## src/rtl/gpio_irq_pkg.sv

```systemverilog
package gpio_irq_pkg;
    localparam int unsigned REG_W = 32;

    // Register byte offsets; software decodes these
    localparam logic [7:0] OFS_ENABLE = 8'h30;
    localparam logic [7:0] OFS_MASK   = 8'h34;
    localparam logic [7:0] OFS_SENSE  = 8'h38;
    localparam logic [7:0] OFS_POL    = 8'h3C;
    localparam logic [7:0] OFS_MSTAT  = 8'h40;
    localparam logic [7:0] OFS_RSTAT  = 8'h44;
    localparam logic [7:0] OFS_ACK    = 8'h4C;

    typedef enum logic {
        DB_STABLE = 1'b0,
        DB_SETTLE = 1'b1
    } db_state_e;
endpackage

```

## src/rtl/gpio_irq_sync.sv

```systemverilog
module gpio_irq_sync #(
    parameter int unsigned W      = 32,
    parameter int unsigned STAGES = 2
) (
    input  logic         clk,
    input  logic         rst_n,
    input  logic [W-1:0] d,
    output logic [W-1:0] q
);
    logic [W-1:0] pipe_q [STAGES];

    always_ff @(posedge clk or negedge rst_n) begin
        if (!rst_n) begin
            for (int s = 0; s < STAGES; s++) pipe_q[s] <= '0;
        end else begin
            pipe_q[0] <= d;
            for (int s = 1; s < STAGES; s++) pipe_q[s] <= pipe_q[s-1];
        end
    end

    assign q = pipe_q[STAGES-1];
endmodule

```

## src/rtl/gpio_irq_debounce.sv

```systemverilog
module gpio_irq_debounce
    import gpio_irq_pkg::*;
#(
    parameter int unsigned W      = 32,
    parameter bit          EN     = 1'b1,
    parameter int unsigned CYCLES = 4,
    parameter int unsigned DIV    = 2
) (
    input  logic         clk,
    input  logic         rst_n,
    input  logic [W-1:0] raw,
    output logic [W-1:0] clean
);
    generate
        if (EN) begin : g_filt
            localparam int unsigned DIV_W = (DIV > 1) ? $clog2(DIV) : 1;
            localparam int unsigned CNT_W = (CYCLES > 1) ? $clog2(CYCLES) : 1;

            logic [DIV_W-1:0] div_q;
            logic             tick;

            assign tick = (div_q == DIV_W'(DIV - 1));

            always_ff @(posedge clk or negedge rst_n) begin
                if (!rst_n) div_q <= '0;
                else        div_q <= tick ? '0 : div_q + 1'b1;
            end

            for (genvar i = 0; i < W; i++) begin : g_line
                db_state_e        st_q, st_d;
                logic [CNT_W-1:0] cnt_q, cnt_d;
                logic             val_q, val_d;

                // State register
                always_ff @(posedge clk or negedge rst_n) begin
                    if (!rst_n) begin
                        st_q  <= DB_STABLE;
                        cnt_q <= '0;
                        val_q <= 1'b0;
                    end else begin
                        st_q  <= st_d;
                        cnt_q <= cnt_d;
                        val_q <= val_d;
                    end
                end

                // Next state and filtered value
                always_comb begin
                    st_d  = st_q;
                    cnt_d = cnt_q;
                    val_d = val_q;
                    unique case (st_q)
                        DB_STABLE: begin
                            if (raw[i] != val_q) begin
                                st_d  = DB_SETTLE;   // change seen
                                cnt_d = '0;
                            end
                        end
                        DB_SETTLE: begin
                            if (raw[i] == val_q) begin
                                st_d = DB_STABLE;    // reverted
                            end else if (tick) begin
                                if (cnt_q == CNT_W'(CYCLES - 1)) begin
                                    val_d = raw[i];  // settled
                                    st_d  = DB_STABLE;
                                end else begin
                                    cnt_d = cnt_q + 1'b1;
                                end
                            end
                        end
                        default: st_d = DB_STABLE;
                    endcase
                end

                assign clean[i] = val_q;
            end
        end else begin : g_wire
            assign clean = raw;
        end
    endgenerate
endmodule

```

## src/rtl/gpio_irq_detect.sv

```systemverilog
module gpio_irq_detect #(
    parameter int unsigned W = 32
) (
    input  logic         clk,
    input  logic         rst_n,
    input  logic [W-1:0] din,
    input  logic [W-1:0] en,
    input  logic [W-1:0] sense,
    input  logic [W-1:0] pol,
    input  logic [W-1:0] ack,
    output logic [W-1:0] edge_lat,
    output logic [W-1:0] raw_stat
);
    logic [W-1:0] prev_q;
    logic [W-1:0] edge_q;
    logic [W-1:0] lvl_hit;
    logic [W-1:0] edge_hit;

    assign lvl_hit  = ~(din ^ pol);
    assign edge_hit = (din & ~prev_q & pol) | (~din & prev_q & ~pol);

    always_ff @(posedge clk or negedge rst_n) begin
        if (!rst_n) begin
            prev_q <= '0;
            edge_q <= '0;
        end else begin
            prev_q <= din;
            // a new edge wins over an acknowledge in the same cycle
            edge_q <= ((edge_q & ~ack) | edge_hit) & en & sense;
        end
    end

    assign edge_lat = edge_q;
    assign raw_stat = en & ((sense & edge_q) | (~sense & lvl_hit));
endmodule

```

## src/rtl/gpio_irq_regs.sv

```systemverilog
module gpio_irq_regs
    import gpio_irq_pkg::*;
#(
    parameter int unsigned W      = 32,
    parameter int unsigned ADDR_W = 8
) (
    input  logic              clk,
    input  logic              rst_n,
    input  logic              wr,
    input  logic              rd,
    input  logic [ADDR_W-1:0] addr,
    input  logic [REG_W-1:0]  wdata,
    input  logic [W-1:0]      raw_stat,
    input  logic [W-1:0]      masked_stat,
    output logic [W-1:0]      en,
    output logic [W-1:0]      mask,
    output logic [W-1:0]      sense,
    output logic [W-1:0]      pol,
    output logic [W-1:0]      ack,
    output logic [REG_W-1:0]  rdata
);
    logic [W-1:0]     en_q, mask_q, sense_q, pol_q;
    logic [REG_W-1:0] rdata_q, rmux;

    function automatic logic hit(input logic [ADDR_W-1:0] a, input logic [7:0] ofs);
        return a == ADDR_W'(ofs);
    endfunction

    always_ff @(posedge clk or negedge rst_n) begin
        if (!rst_n) begin
            en_q    <= '0;
            mask_q  <= '0;
            sense_q <= '0;
            pol_q   <= '0;
        end else if (wr) begin
            if (hit(addr, OFS_ENABLE)) en_q    <= wdata[W-1:0];
            if (hit(addr, OFS_MASK))   mask_q  <= wdata[W-1:0];
            if (hit(addr, OFS_SENSE))  sense_q <= wdata[W-1:0];
            if (hit(addr, OFS_POL))    pol_q   <= wdata[W-1:0];
        end
    end

    assign ack = (wr && hit(addr, OFS_ACK)) ? wdata[W-1:0] : '0;

    always_comb begin
        rmux = '0;
        if      (hit(addr, OFS_ENABLE)) rmux = REG_W'(en_q);
        else if (hit(addr, OFS_MASK))   rmux = REG_W'(mask_q);
        else if (hit(addr, OFS_SENSE))  rmux = REG_W'(sense_q);
        else if (hit(addr, OFS_POL))    rmux = REG_W'(pol_q);
        else if (hit(addr, OFS_MSTAT))  rmux = REG_W'(masked_stat);
        else if (hit(addr, OFS_RSTAT))  rmux = REG_W'(raw_stat);
    end

    always_ff @(posedge clk or negedge rst_n) begin
        if (!rst_n)  rdata_q <= '0;
        else if (rd) rdata_q <= rmux;
    end

    assign en    = en_q;
    assign mask  = mask_q;
    assign sense = sense_q;
    assign pol   = pol_q;
    assign rdata = rdata_q;
endmodule

```

## src/rtl/gpio_irq_front.sv

```systemverilog
module gpio_irq_front
    import gpio_irq_pkg::*;
#(
    parameter int unsigned NUM_LINES = 32,
    parameter int unsigned ADDR_W    = 8,
    parameter bit          DB_EN     = 1'b1,
    parameter int unsigned DB_CYCLES = 4,
    parameter int unsigned DB_DIV    = 2
) (
    input  logic                 clk,
    input  logic                 rst_n,
    input  logic [NUM_LINES-1:0] gpio_in,
    input  logic                 bus_wr,
    input  logic                 bus_rd,
    input  logic [ADDR_W-1:0]    bus_addr,
    input  logic [REG_W-1:0]     bus_wdata,
    output logic [REG_W-1:0]     bus_rdata,
    output logic                 irq_out
);
    logic [NUM_LINES-1:0] sync_in, clean_in;
    logic [NUM_LINES-1:0] en_r, mask_r, sense_r, pol_r, ack_w;
    logic [NUM_LINES-1:0] edge_lat, raw_stat, masked_stat;
    logic                 irq_q;

    gpio_irq_sync #(.W(NUM_LINES), .STAGES(2)) u_sync (
        .clk(clk), .rst_n(rst_n), .d(gpio_in), .q(sync_in)
    );

    gpio_irq_debounce #(
        .W(NUM_LINES), .EN(DB_EN), .CYCLES(DB_CYCLES), .DIV(DB_DIV)
    ) u_db (
        .clk(clk), .rst_n(rst_n), .raw(sync_in), .clean(clean_in)
    );

    gpio_irq_detect #(.W(NUM_LINES)) u_det (
        .clk(clk), .rst_n(rst_n), .din(clean_in), .en(en_r), .sense(sense_r),
        .pol(pol_r), .ack(ack_w), .edge_lat(edge_lat), .raw_stat(raw_stat)
    );

    assign masked_stat = raw_stat & ~mask_r;

    gpio_irq_regs #(.W(NUM_LINES), .ADDR_W(ADDR_W)) u_regs (
        .clk(clk), .rst_n(rst_n), .wr(bus_wr), .rd(bus_rd), .addr(bus_addr),
        .wdata(bus_wdata), .raw_stat(raw_stat), .masked_stat(masked_stat),
        .en(en_r), .mask(mask_r), .sense(sense_r), .pol(pol_r), .ack(ack_w),
        .rdata(bus_rdata)
    );

    always_ff @(posedge clk or negedge rst_n) begin
        if (!rst_n) irq_q <= 1'b0;
        else        irq_q <= |masked_stat;
    end

    assign irq_out = irq_q;
endmodule

```

## config.mk

```make
export PLATFORM = sky130hd
export DESIGN_NAME = gpio_irq_front
export DESIGN_NICKNAME = d
export VERILOG_FILES = /design/src/rtl/gpio_irq_pkg.sv /design/src/rtl/gpio_irq_sync.sv /design/src/rtl/gpio_irq_debounce.sv /design/src/rtl/gpio_irq_detect.sv /design/src/rtl/gpio_irq_regs.sv /design/src/rtl/gpio_irq_front.sv
export SDC_FILE = /design/constraint.sdc
export NUM_CORES = 1
export LEC_CHECK = 0
export CORE_UTILIZATION = 41
export CTS_BUF_LIST = sky130_fd_sc_hd__clkbuf_8
export DETAILED_ROUTE_END_ITERATION = 8
export DONT_BUFFER_PORTS = 1
export HOLD_SLACK_MARGIN = 0.02
export PLACE_DENSITY_LB_ADDON = 0.05
export SYNTH_ARGS = -nofsm -noshare
export SYNTH_HDL_FRONTEND = slang
export SYNTH_SLANG_ARGS = --single-unit
```

## constraint.sdc

```tcl
create_clock -name clk -period 4.2 [get_ports clk]
set_input_delay 0.21 -clock clk [delete_from_list [all_inputs] [get_ports clk]]
set_output_delay 0.21 -clock clk [all_outputs]
set_load 0.005 [all_outputs]
```

==> impl_metrics.yaml, run 1 <==
worst_hold_path:
  hold_class: "in2async"
sta:
  finalMaxSlewViolations: 0
  fin_ws_ns: 1.60
  hold_viol_final: 418
  whs_ns: -0.728
  finClkSkew_ns: 0.0169
  worst_slew_margin_rel: 0.248
  worst_pin_slew_ns: 1.11
  max_freq_ghz: 0.385
  rsz0062_at_grt: "false"
  tns_ns: 0
  finalCriticalPeriod_ns: 2.60
  period_share: 0.619
  setup_violations: 0
worst_setup_path:
  startpoint_type: "primary input"
  endpoint_kind: "flop"
  worstPathRequired_ns: 4.78
  cp_top_family: "buffers and inverters"
  cp_cell_sequence: "nor4bb_4 > buf_4 > nand2_1 > buf_4 > o21ai_0 > a21oi_1 > dlygate4sd3_1 > a211oi_1 > dlygate4sd3_1"
  critPathSlowestCell: "dlygate4sd3_1"
  crit_path_max_fanout: 35
  worst_path_largest_cell_delay_ns: 0.57
  critPathKind: "in2reg"
  path_buf_inv: 4
  worstPathArrival_ns: 3.18
global_route:
  overflow: 0
  grt_max_degree: 419
  grt_pass1_vias: 14000
  grt_use_total: 0.213
  antenna_found_initial: 3
  grt_pass1_wl_um: 81500
yosys:
  synthTopCellsByCount: "dfrtp_1, nand2_1, o21ai_0"
  synth_top_area_frac: 0.527
  ys_seq_area_frac: 0.527
  yosys.area.top_type: "dfrtp_1"
  synth_edf_count: 0
  synth-async-reset-ratio: 1.00
  synth.avg_cell_area_um2: 10.9
  yosysWarnings: 0
  synthFlopType: "dfrtp_1"
  synth.distinct_cells: 47
  synth-seq-cells: 418
  synth_area_leaders: "dfrtp_1, mux2_2, o21ai_0, nand2_1, nor2b_1"
  yosysMostFrequentCell: "dfrtp_1"
  syn_inst: 1817
  netlist_area_um2: 19800
  synth_nets: 1925
die:
  die_h_um: 222
  rows: 80
  dieArea_um2: 49300
  initial_core_util: 0.416
  num_io_pins: 109
  die_w_um: 222
  core_um2: 47700
route:
  routedWlPerCell_um: 20.0
  drtIter0Drc: 926
  wl_met3_um: 3130
  met2WireLength_um: 23200
  wl_um: 51700
  m1WireLength_um: 24200
  num_vias: 14300
  antenna_left: 0
  drc: 0
  firstDrtPassIters: 5
  maxUsedRoutingLayer: "met5"
  vias_per_cell: 5.53
flow_run:
  max_cap_viol_count: 0
power:
  ir_drop_v: 0.000273
  p_leak_nw: 10.6
  power.total_mw: 11.3
  cellPowerDensity_nw_per_um2: 497
layout:
  nFillCells: 4372
  area_delta_synth_final_pct: 14.4
  drive_gt1_frac: 0.146
  num-nets-final: 2022
clocking:
  clock_latency_ns: 0.64
  clk_pin_slew_worst_paths_ns: 0.06
  cts_resized: 0
  cts_tree: "done"
  cts_root_buf: "clkbuf_8"
  hold_buffers: 72
  cts_buffers: 77
  clock-sinks: 418
  cts.path.max_buffers: 3
  htree_num_levels: 3
  post_cts_buffers: 0
place:
  pre_cts_slack_ns: 1.65
  place_congestion: 0.783
  hpwl_um: 30500
  portBuffers: 0
outcome:
  status: "finished with violations"
  violations: "hold timing"
-- layout by cell type (no fill, tap or decap), types with 43 or more instances in the layout --
cell and instances:
mux2_2 129, dfrtp_1 417, clkbuf_8 96, o21ai_0 162
nor3_1 43, a22o_1 66, dlygate4sd3_1 70, nor2_1 115
inv_1 60, o2111ai_1 50, nand2b_1 66, nand2_1 187
nor2b_1 99, mux2i_1 50
-- cell type report --
type | instances | area (µm²) | area share
sequential | 418 | 10500 | 0.461
multi-input combinational | 1300 | 8990 | 0.396
clock buffer | 96 | 1320 | 0.0582
timing repair buffer | 84 | 846 | 0.0373
tap | 615 | 769 | 0.0339
clock inverter | 36 | 183 | 0.00805
inverter | 33 | 124 | 0.00546
antenna | 2 | 5.00 | 0.000220
-- sequential cells by signal (all words and copies together) (netlist names) --
register,count
u_db.g_filt.g_line.st_q,32
u_det.edge_lat,32
u_regs.sense,32
u_sync.pipe_q,32
u_regs.pol,32
u_db.g_filt.div_q,1
u_regs.rdata,32
u_sync.q,32
u_regs.en,32
u_det.prev_q,32
u_db.g_filt.g_line.cnt_q,64
u_regs.mask,32
irq_out,1
u_db.g_filt.g_line.val_q,32
-- metrics by stage --
stage	cell area, µm²	utilization	std cells
floorplan	19800	-	1817
global placement	20400	0.428	2378
detailed placement	20400	0.428	2378
CTS	22700	0.475	2582
global route	22700	0.475	2584
finish	22700	0.475	2584
-- worst paths after layout --
path	startpoint	slack, ns	depth (start not counted)	end
worst max-delay path	bus_addr[7]	1.60	9	u_regs.rdata[22]
max in group asynchronous	rst_n	4.16	0	u_db.g_filt.div_q
min in group clk	bus_addr[2]	0.10	4	u_regs.rdata[8]
worst max register to register	u_db.g_filt.g_line[22].val_q	1.61	8	u_regs.rdata[22]
worst min-delay path	rst_n	-0.73	0	u_db.g_filt.g_line[4].cnt_q[0]
worst min register to register	u_sync.pipe_q[51]	0.34	0	u_sync.q[19]
-- cells by family (layout without fill, tap and decap cells) --
| kind of cell | count (synthesis) | count (layout) | synth area share |
|---|---|---|---|
| muxes | 179 | 179 | 0.0984 |
| buffers and inverters | 99 | 249 | 0.0217 |
| other | 0 | 2 | 0 |
| DFF | 418 | 418 | 0.527 |
| xor gates and xnor gates | 64 | 64 | 0.0282 |
| adders and majority gates | 32 | 32 | 0.0202 |
| AOI/OAI and AO/OA | 384 | 384 | 0.140 |
| and+or+nand+nor | 641 | 641 | 0.164 |
-- worst register-to-register path, cell delays in order (launching register included) --
cell and delay [ns]:
dfrtp_1 0.50, xor2_1 0.23, o21ai_0 0.16, o2111ai_1 0.12, o21ai_0 0.12, a21oi_1 0.10, dlygate4sd3_1 0.56, a211oi_1 0.17
dlygate4sd3_1 0.57
-- layer usage --
layer / vias up / track usage
li1: 6761 / -
met5: - / 0
met3: 91 / 0.0535
met2: 342 / 0.326
met1: 7097 / 0.298
met4: 2 / 0.0643
-- power by group --
group	leakage (nW)	total [mW]	switching [mW]	internal, mW
Clock	0.869	3.82	1.71	2.10
Combinational	4.39	2.05	0.906	1.14
Sequential	5.34	5.43	0.724	4.70
Total	10.6	11.3	3.34	7.95
Power figures use the tool's default switching activity.
==> run 2: changes to the inputs <==
--- a/config.mk
+++ b/config.mk
@@ -5,6 +5,7 @@
 export SDC_FILE = /design/constraint.sdc
 export NUM_CORES = 1
 export LEC_CHECK = 0
+export ABC_AREA = 1
 export CORE_UTILIZATION = 41
 export CTS_BUF_LIST = sky130_fd_sc_hd__clkbuf_8
 export DETAILED_ROUTE_END_ITERATION = 8
==> constraint.sdc (replaced) <==
create_clock -name clk -period 2.15 [get_ports clk]
set_input_delay 0.1075 -clock clk [delete_from_list [all_inputs] [get_ports clk]]
set_output_delay 0.1075 -clock clk [all_outputs]
set_load 0.005 [all_outputs]
==> impl_metrics.yaml, run 2 <==
outcome:
  status: "finished with violations"
  violations: "hold timing"
layout:
  layout_common_cells: "nand2_1, dfrtp_1, inv_1, o21ai_0, nand3_1"
  num-nets-final: 2471
  largest_reg_flops: 64
  drive_gt1_frac: 0.0886
  nFillCells: 4390
  fin_cells: 3020
  final_common_cell: "nand2_1"
  area_delta_synth_final_pct: 16.8
  max_flop_register: "u_db.g_filt.g_line.cnt_q"
worst_setup_path:
  reg2reg_to: "irq_out"
  startpoint_type: "primary input"
  critPathKind: "in2reg"
  worstPathArrival_ns: 2.47
  reg2reg_depth: 9
  rrSetupSlack_ns: 0.26
  cp_cell_sequence: "dlygate4sd3_1 > inv_2 > nand2_1 > nor3_4 > nand2_2 > buf_4 > nand2_1 > o21ai_1 > dlygate4sd3_1"
  worstPathRequired_ns: 2.66
  crit_path_max_fanout: 24
  endpoint_kind: "flop"
  critPathSlowestCell: "dlygate4sd3_1"
  worst_path_largest_cell_delay_ns: 0.64
  reg2reg_from: "u_db.g_filt.g_line[26].val_q"
die:
  core_um2: 45800
  rows: 78
  die_w_um: 218
  dieArea_um2: 47700
  num_io_pins: 109
  initial_core_util: 0.420
  die_h_um: 218
route:
  wl_um: 52500
  drtIter0Drc: 1129
  num_vias: 15500
  drc: 0
  vias_per_cell: 5.14
  firstDrtPassIters: 5
  routedWlPerCell_um: 17.4
  antenna_left: 0
yosys:
  yosysMostFrequentCell: "nand2_1"
  synth.distinct_cells: 34
  synth_area_leaders: "dfrtp_1, nand2_1, o21ai_0, inv_1, nand3_1"
  synth-seq-cells: 418
  synthTopCellsByCount: "nand2_1, dfrtp_1, inv_1"
  netlist_area_um2: 19200
  ys_seq_area_frac: 0.545
  yosys.area.top_type: "dfrtp_1"
  yosysWarnings: 0
  syn_inst: 2219
  synth_top_area_frac: 0.545
  synth.avg_cell_area_um2: 8.65
  synthFlopType: "dfrtp_1"
  synth_nets: 2327
  synth-async-reset-ratio: 1.00
  synth_edf_count: 0
place:
  pre_cts_slack_ns: 0.261
  place_congestion: 0.797
  hpwl_um: 33200
  dp_cells: 2779
  portBuffers: 0
clocking:
  cts_root_buf: "clkbuf_8"
  hold_buffers: 106
  cts.path.max_buffers: 3
  clock_latency_ns: 0.64
  clock-sinks: 418
  clk_pin_slew_worst_paths_ns: 0.06
  cts_tree: "done"
  cts_buffers: 76
  htree_num_levels: 3
  post_cts_buffers: 0
  cts_resized: 0
sta:
  rsz0062_at_grt: "false"
  setup_violations: 0
  period_share: 0.911
  fin_ws_ns: 0.192
  whs_ns: -0.833
  finClkSkew_ns: 0.0228
  tns_ns: 0
  worst_slew_margin_rel: 0.424
  max_freq_ghz: 0.511
  worst_pin_slew_ns: 0.864
  finalMaxSlewViolations: 0
  finalCriticalPeriod_ns: 1.96
  hold_viol_final: 418
worst_hold_path:
  hold_class: "in2async"
power:
  p_leak_nw: 10.8
  ir_drop_v: 0.000524
  cellPowerDensity_nw_per_um2: 1000
global_route:
  grt_pass1_vias: 15400
  grt_use_total: 0.230
  antenna_found_initial: 4
  grt_max_degree: 419
  grt_pass1_wl_um: 84800
  overflow: 0
flow_run:
  max_cap_viol_count: 0
[run 2: worst max-delay path, delay by kind of cell]
family / cells / cell delay (ns)
buffers and inverters: 4 / 1.67
and+or+nand+nor: 4 / 0.61
AOI/OAI and AO/OA: 1 / 0.06
[run 2: kinds of logic (layout without fill, tap and decap cells)]
logic type	after synthesis	count (layout)	share of synthesized area
XOR/XNOR	32	32	0.0146
AO/OA/AOI/OAI	467	467	0.133
buffers and inverters	303	500	0.0644
adder cells (fa/ha/maj)	32	32	0.0208
multiplexers	28	28	0.0164
other	0	4	0
flip-flops	418	418	0.545
AND/OR/NAND/NOR	939	939	0.206
[run 2: power breakdown]
| part | total, mW | internal (mW) | switching, mW |
|---|---|---|---|
| Combinational | 4.31 | 1.93 | 2.38 |
| Clock | 7.34 | 4.02 | 3.32 |
| Sequential | 10.9 | 9.50 | 1.37 |
| Total | 22.5 | 15.5 | 7.07 |
[run 2: layer usage]
layer,track usage,share of wire
met1,0.327,0.48
met5,0,0
met2,0.352,0.45
met4,0.0594,0.017
met3,0.0523,0.057
[run 2: worst max path at each step]
stage | endpoint | start | depth (start not counted)
detailed placement | irq_out | u_db.g_filt.g_line[26].val_q | 9
finish | u_regs.en[31] | bus_addr[3] | 9
CTS | irq_out | u_regs.sense[26] | 9
global placement | irq_out | u_db.g_filt.g_line[26].val_q | 9
floorplan | u_db.g_filt.g_line[10].val_q | u_db.g_filt.div_q | 5
global route | irq_out | u_regs.sense[26] | 9
[run 2: final cells by class]
| type | count | area, µm² | share of cell area |
|---|---|---|---|
| flip-flops and latches | 418 | 10500 | 0.466 |
| clock buffers | 97 | 1340 | 0.0595 |
| clock inverters | 34 | 140 | 0.00625 |
| multi-input cells | 1498 | 7510 | 0.335 |
| diodes | 4 | 10.0 | 0.000446 |
| inverters | 227 | 858 | 0.0383 |
| well taps | 600 | 751 | 0.0335 |
| repair buffers | 142 | 1370 | 0.0610 |
[run 2: per-stage QoR]
step	utilization	cell area (µm²)	power (mW)
after global routing	0.490	22400	24.1
after CTS	0.490	22400	22.8
after global placement	0.435	19900	14.9
after floorplan	-	19200	13.9
final	0.490	22400	22.5
after detailed placement	0.435	19900	15.2
==> run 3: changes to the inputs <==
--- a/config.mk
+++ b/config.mk
@@ -5,7 +5,7 @@
 export SDC_FILE = /design/constraint.sdc
 export NUM_CORES = 1
 export LEC_CHECK = 0
-export ABC_AREA = 1
+export ABC_AREA = 0
 export CORE_UTILIZATION = 41
 export CTS_BUF_LIST = sky130_fd_sc_hd__clkbuf_8
 export DETAILED_ROUTE_END_ITERATION = 8
==> constraint.sdc (replaced) <==
create_clock -name clk -period 1.57 [get_ports clk]
set_input_delay 0.0785 -clock clk [delete_from_list [all_inputs] [get_ports clk]]
set_output_delay 0.0785 -clock clk [all_outputs]
set_load 0.005 [all_outputs]
==> impl_metrics.yaml, run 3 (same netlist as run 1, synthesis figures left out) <==
global_route:
  grt_pass1_vias: 15900
  grt_pass1_wl_um: 89800
  antenna_found_initial: 7
  grt_max_degree: 419
  grt_use_total: 0.236
  overflow: 0
sta:
  tns_ns: -0.511
  setup_violations: 2
  finClkSkew_ns: 0.0259
  fin_ws_ns: -0.379
  max_freq_ghz: 0.513
  period_share: 1.24
  worst_slew_margin_rel: 0.103
  finalMaxSlewViolations: 0
  finalCriticalPeriod_ns: 1.95
  whs_ns: -0.851
  worst_pin_slew_ns: 1.34
  rsz0062_at_grt: "true"
  hold_viol_final: 450
layout:
  layout_common_cells: "dfrtp_1, buf_4, nand2_1, o21ai_0, mux2_2"
  max_flop_register: "u_db.g_filt.g_line.cnt_q"
  drive_gt1_frac: 0.253
  largest_reg_flops: 64
  area_delta_synth_final_pct: 28.5
  num-nets-final: 2319
  final_util: 0.534
  final_common_cell: "dfrtp_1"
  fin_cells: 2885
die:
  die_w_um: 222
  rows: 80
  core_um2: 47700
  initial_core_util: 0.416
  die_h_um: 222
  num_io_pins: 109
  dieArea_um2: 49300
clocking:
  clk_pin_slew_worst_paths_ns: 0.06
  cts_tree: "done"
  clock-sinks: 418
  htree_num_levels: 3
  cts.path.max_buffers: 3
  cts_buffers: 77
  clock_latency_ns: 0.66
  cts_root_buf: "clkbuf_8"
worst_setup_path:
  endpoint_kind: "flop"
  cpMostUsedCell: "nand4_1"
  crit_path_max_fanout: 4
  worstPathRequired_ns: 2.09
  path_buf_inv: 0
  worst_path_largest_cell_delay_ns: 0.58
  cp_top_family: "simple AND/OR/NAND/NOR gates"
  startpoint_type: "flop"
  cp-startpoint: "u_regs.sense[23]"
  critPathSlowestCell: "or4_4"
  critPathKind: "reg2reg"
  worstPathArrival_ns: 2.47
  cp_cell_sequence: "nand4_1 > nand4_1 > or4_4 > nor4_4 > nand3_1"
  reg2reg_from: "u_regs.sense[23]"
outcome:
  violations: "hold timing, setup timing"
  status: "finished with violations"
place:
  place_congestion: 0.839
  dp_cells: 2629
  portBuffers: 0
  hpwl_um: 35300
route:
  drtIter0Drc: 862
  vias_per_cell: 5.36
  routedWlPerCell_um: 19.5
  wl_um: 56400
  num_vias: 15500
  drc: 0
  antenna_left: 0
  firstDrtPassIters: 4
power:
  ir_drop_v: 0.000867
  power.total_mw: 32.1
  cellPowerDensity_nw_per_um2: 1260
  p_leak_nw: 12.2
flow_run:
  max_cap_viol_count: 0
worst_hold_path:
  hold_class: "in2async"
==> run 3: worst register-to-register path, cell delays in order (launching register included) <==
cell     delay, ns
dfrtp_1       0.42
nand4_1       0.24
nand4_1       0.18
or4_4         0.58
nor4_4        0.28
nand3_1       0.11
==> run 3: metrics by stage <==
stage	instance area, µm²	worst slack, ns
after floorplan	19900	-0.0661
after global placement	22500	-0.397
after detailed placement	22500	-0.394
after CTS	25400	-0.326
after global routing	25500	-0.406
final	25500	-0.379
==> run 3: power breakdown <==
group,switching (mW),internal (mW),leakage (nW)
clock network,4.67,6.21,0.893
logic,3.24,3.94,5.99
registers,1.44,12.6,5.33
==> run 3: worst paths after layout <==
kind	cells after the start	to	slack [ns]
max	5	irq_out	-0.38
min reg2reg	0	u_sync.q[22]	0.35
min	0	u_sync.pipe_q[36]	-0.85
max in group asynchronous	0	u_sync.q[21]	1.35
min in group clk	2	u_regs.rdata[4]	-0.32
max reg2reg	5	irq_out	-0.38
==> run 3: layout make-up <==
| class | count | area (µm²) |
|---|---|---|
| antenna | 5 | 12.5 |
| clock buffer | 104 | 1430 |
| clock inverter | 29 | 190 |
| fill | 4289 | 22200 |
| inverter | 33 | 124 |
| multi-input combinational | 1300 | 9120 |
| sequential | 418 | 10500 |
| tap | 615 | 769 |
| timing repair buffer | 381 | 3390 |
==> run 3: layer usage <==
| layer | track usage | share of wire |
|---|---|---|
| met5 | 0 | 0.00048 |
| met1 | 0.314 | 0.45 |
| met2 | 0.369 | 0.46 |
| met4 | 0.0860 | 0.030 |
| met3 | 0.0623 | 0.060 |
==> run 3: timing repair <==
| action | 4_1_cts | 5_1_grt |
|---|---|---|
| pin swaps | 2 | 7 |
| setup endpoints to repair | 1 | 27 |
| endpoints found under the hold margin | 642 | 452 |
| resized for setup | 2 | 24 |
| hold buffers | 122 | 2 |
| setup buffers | 0 | 6 |
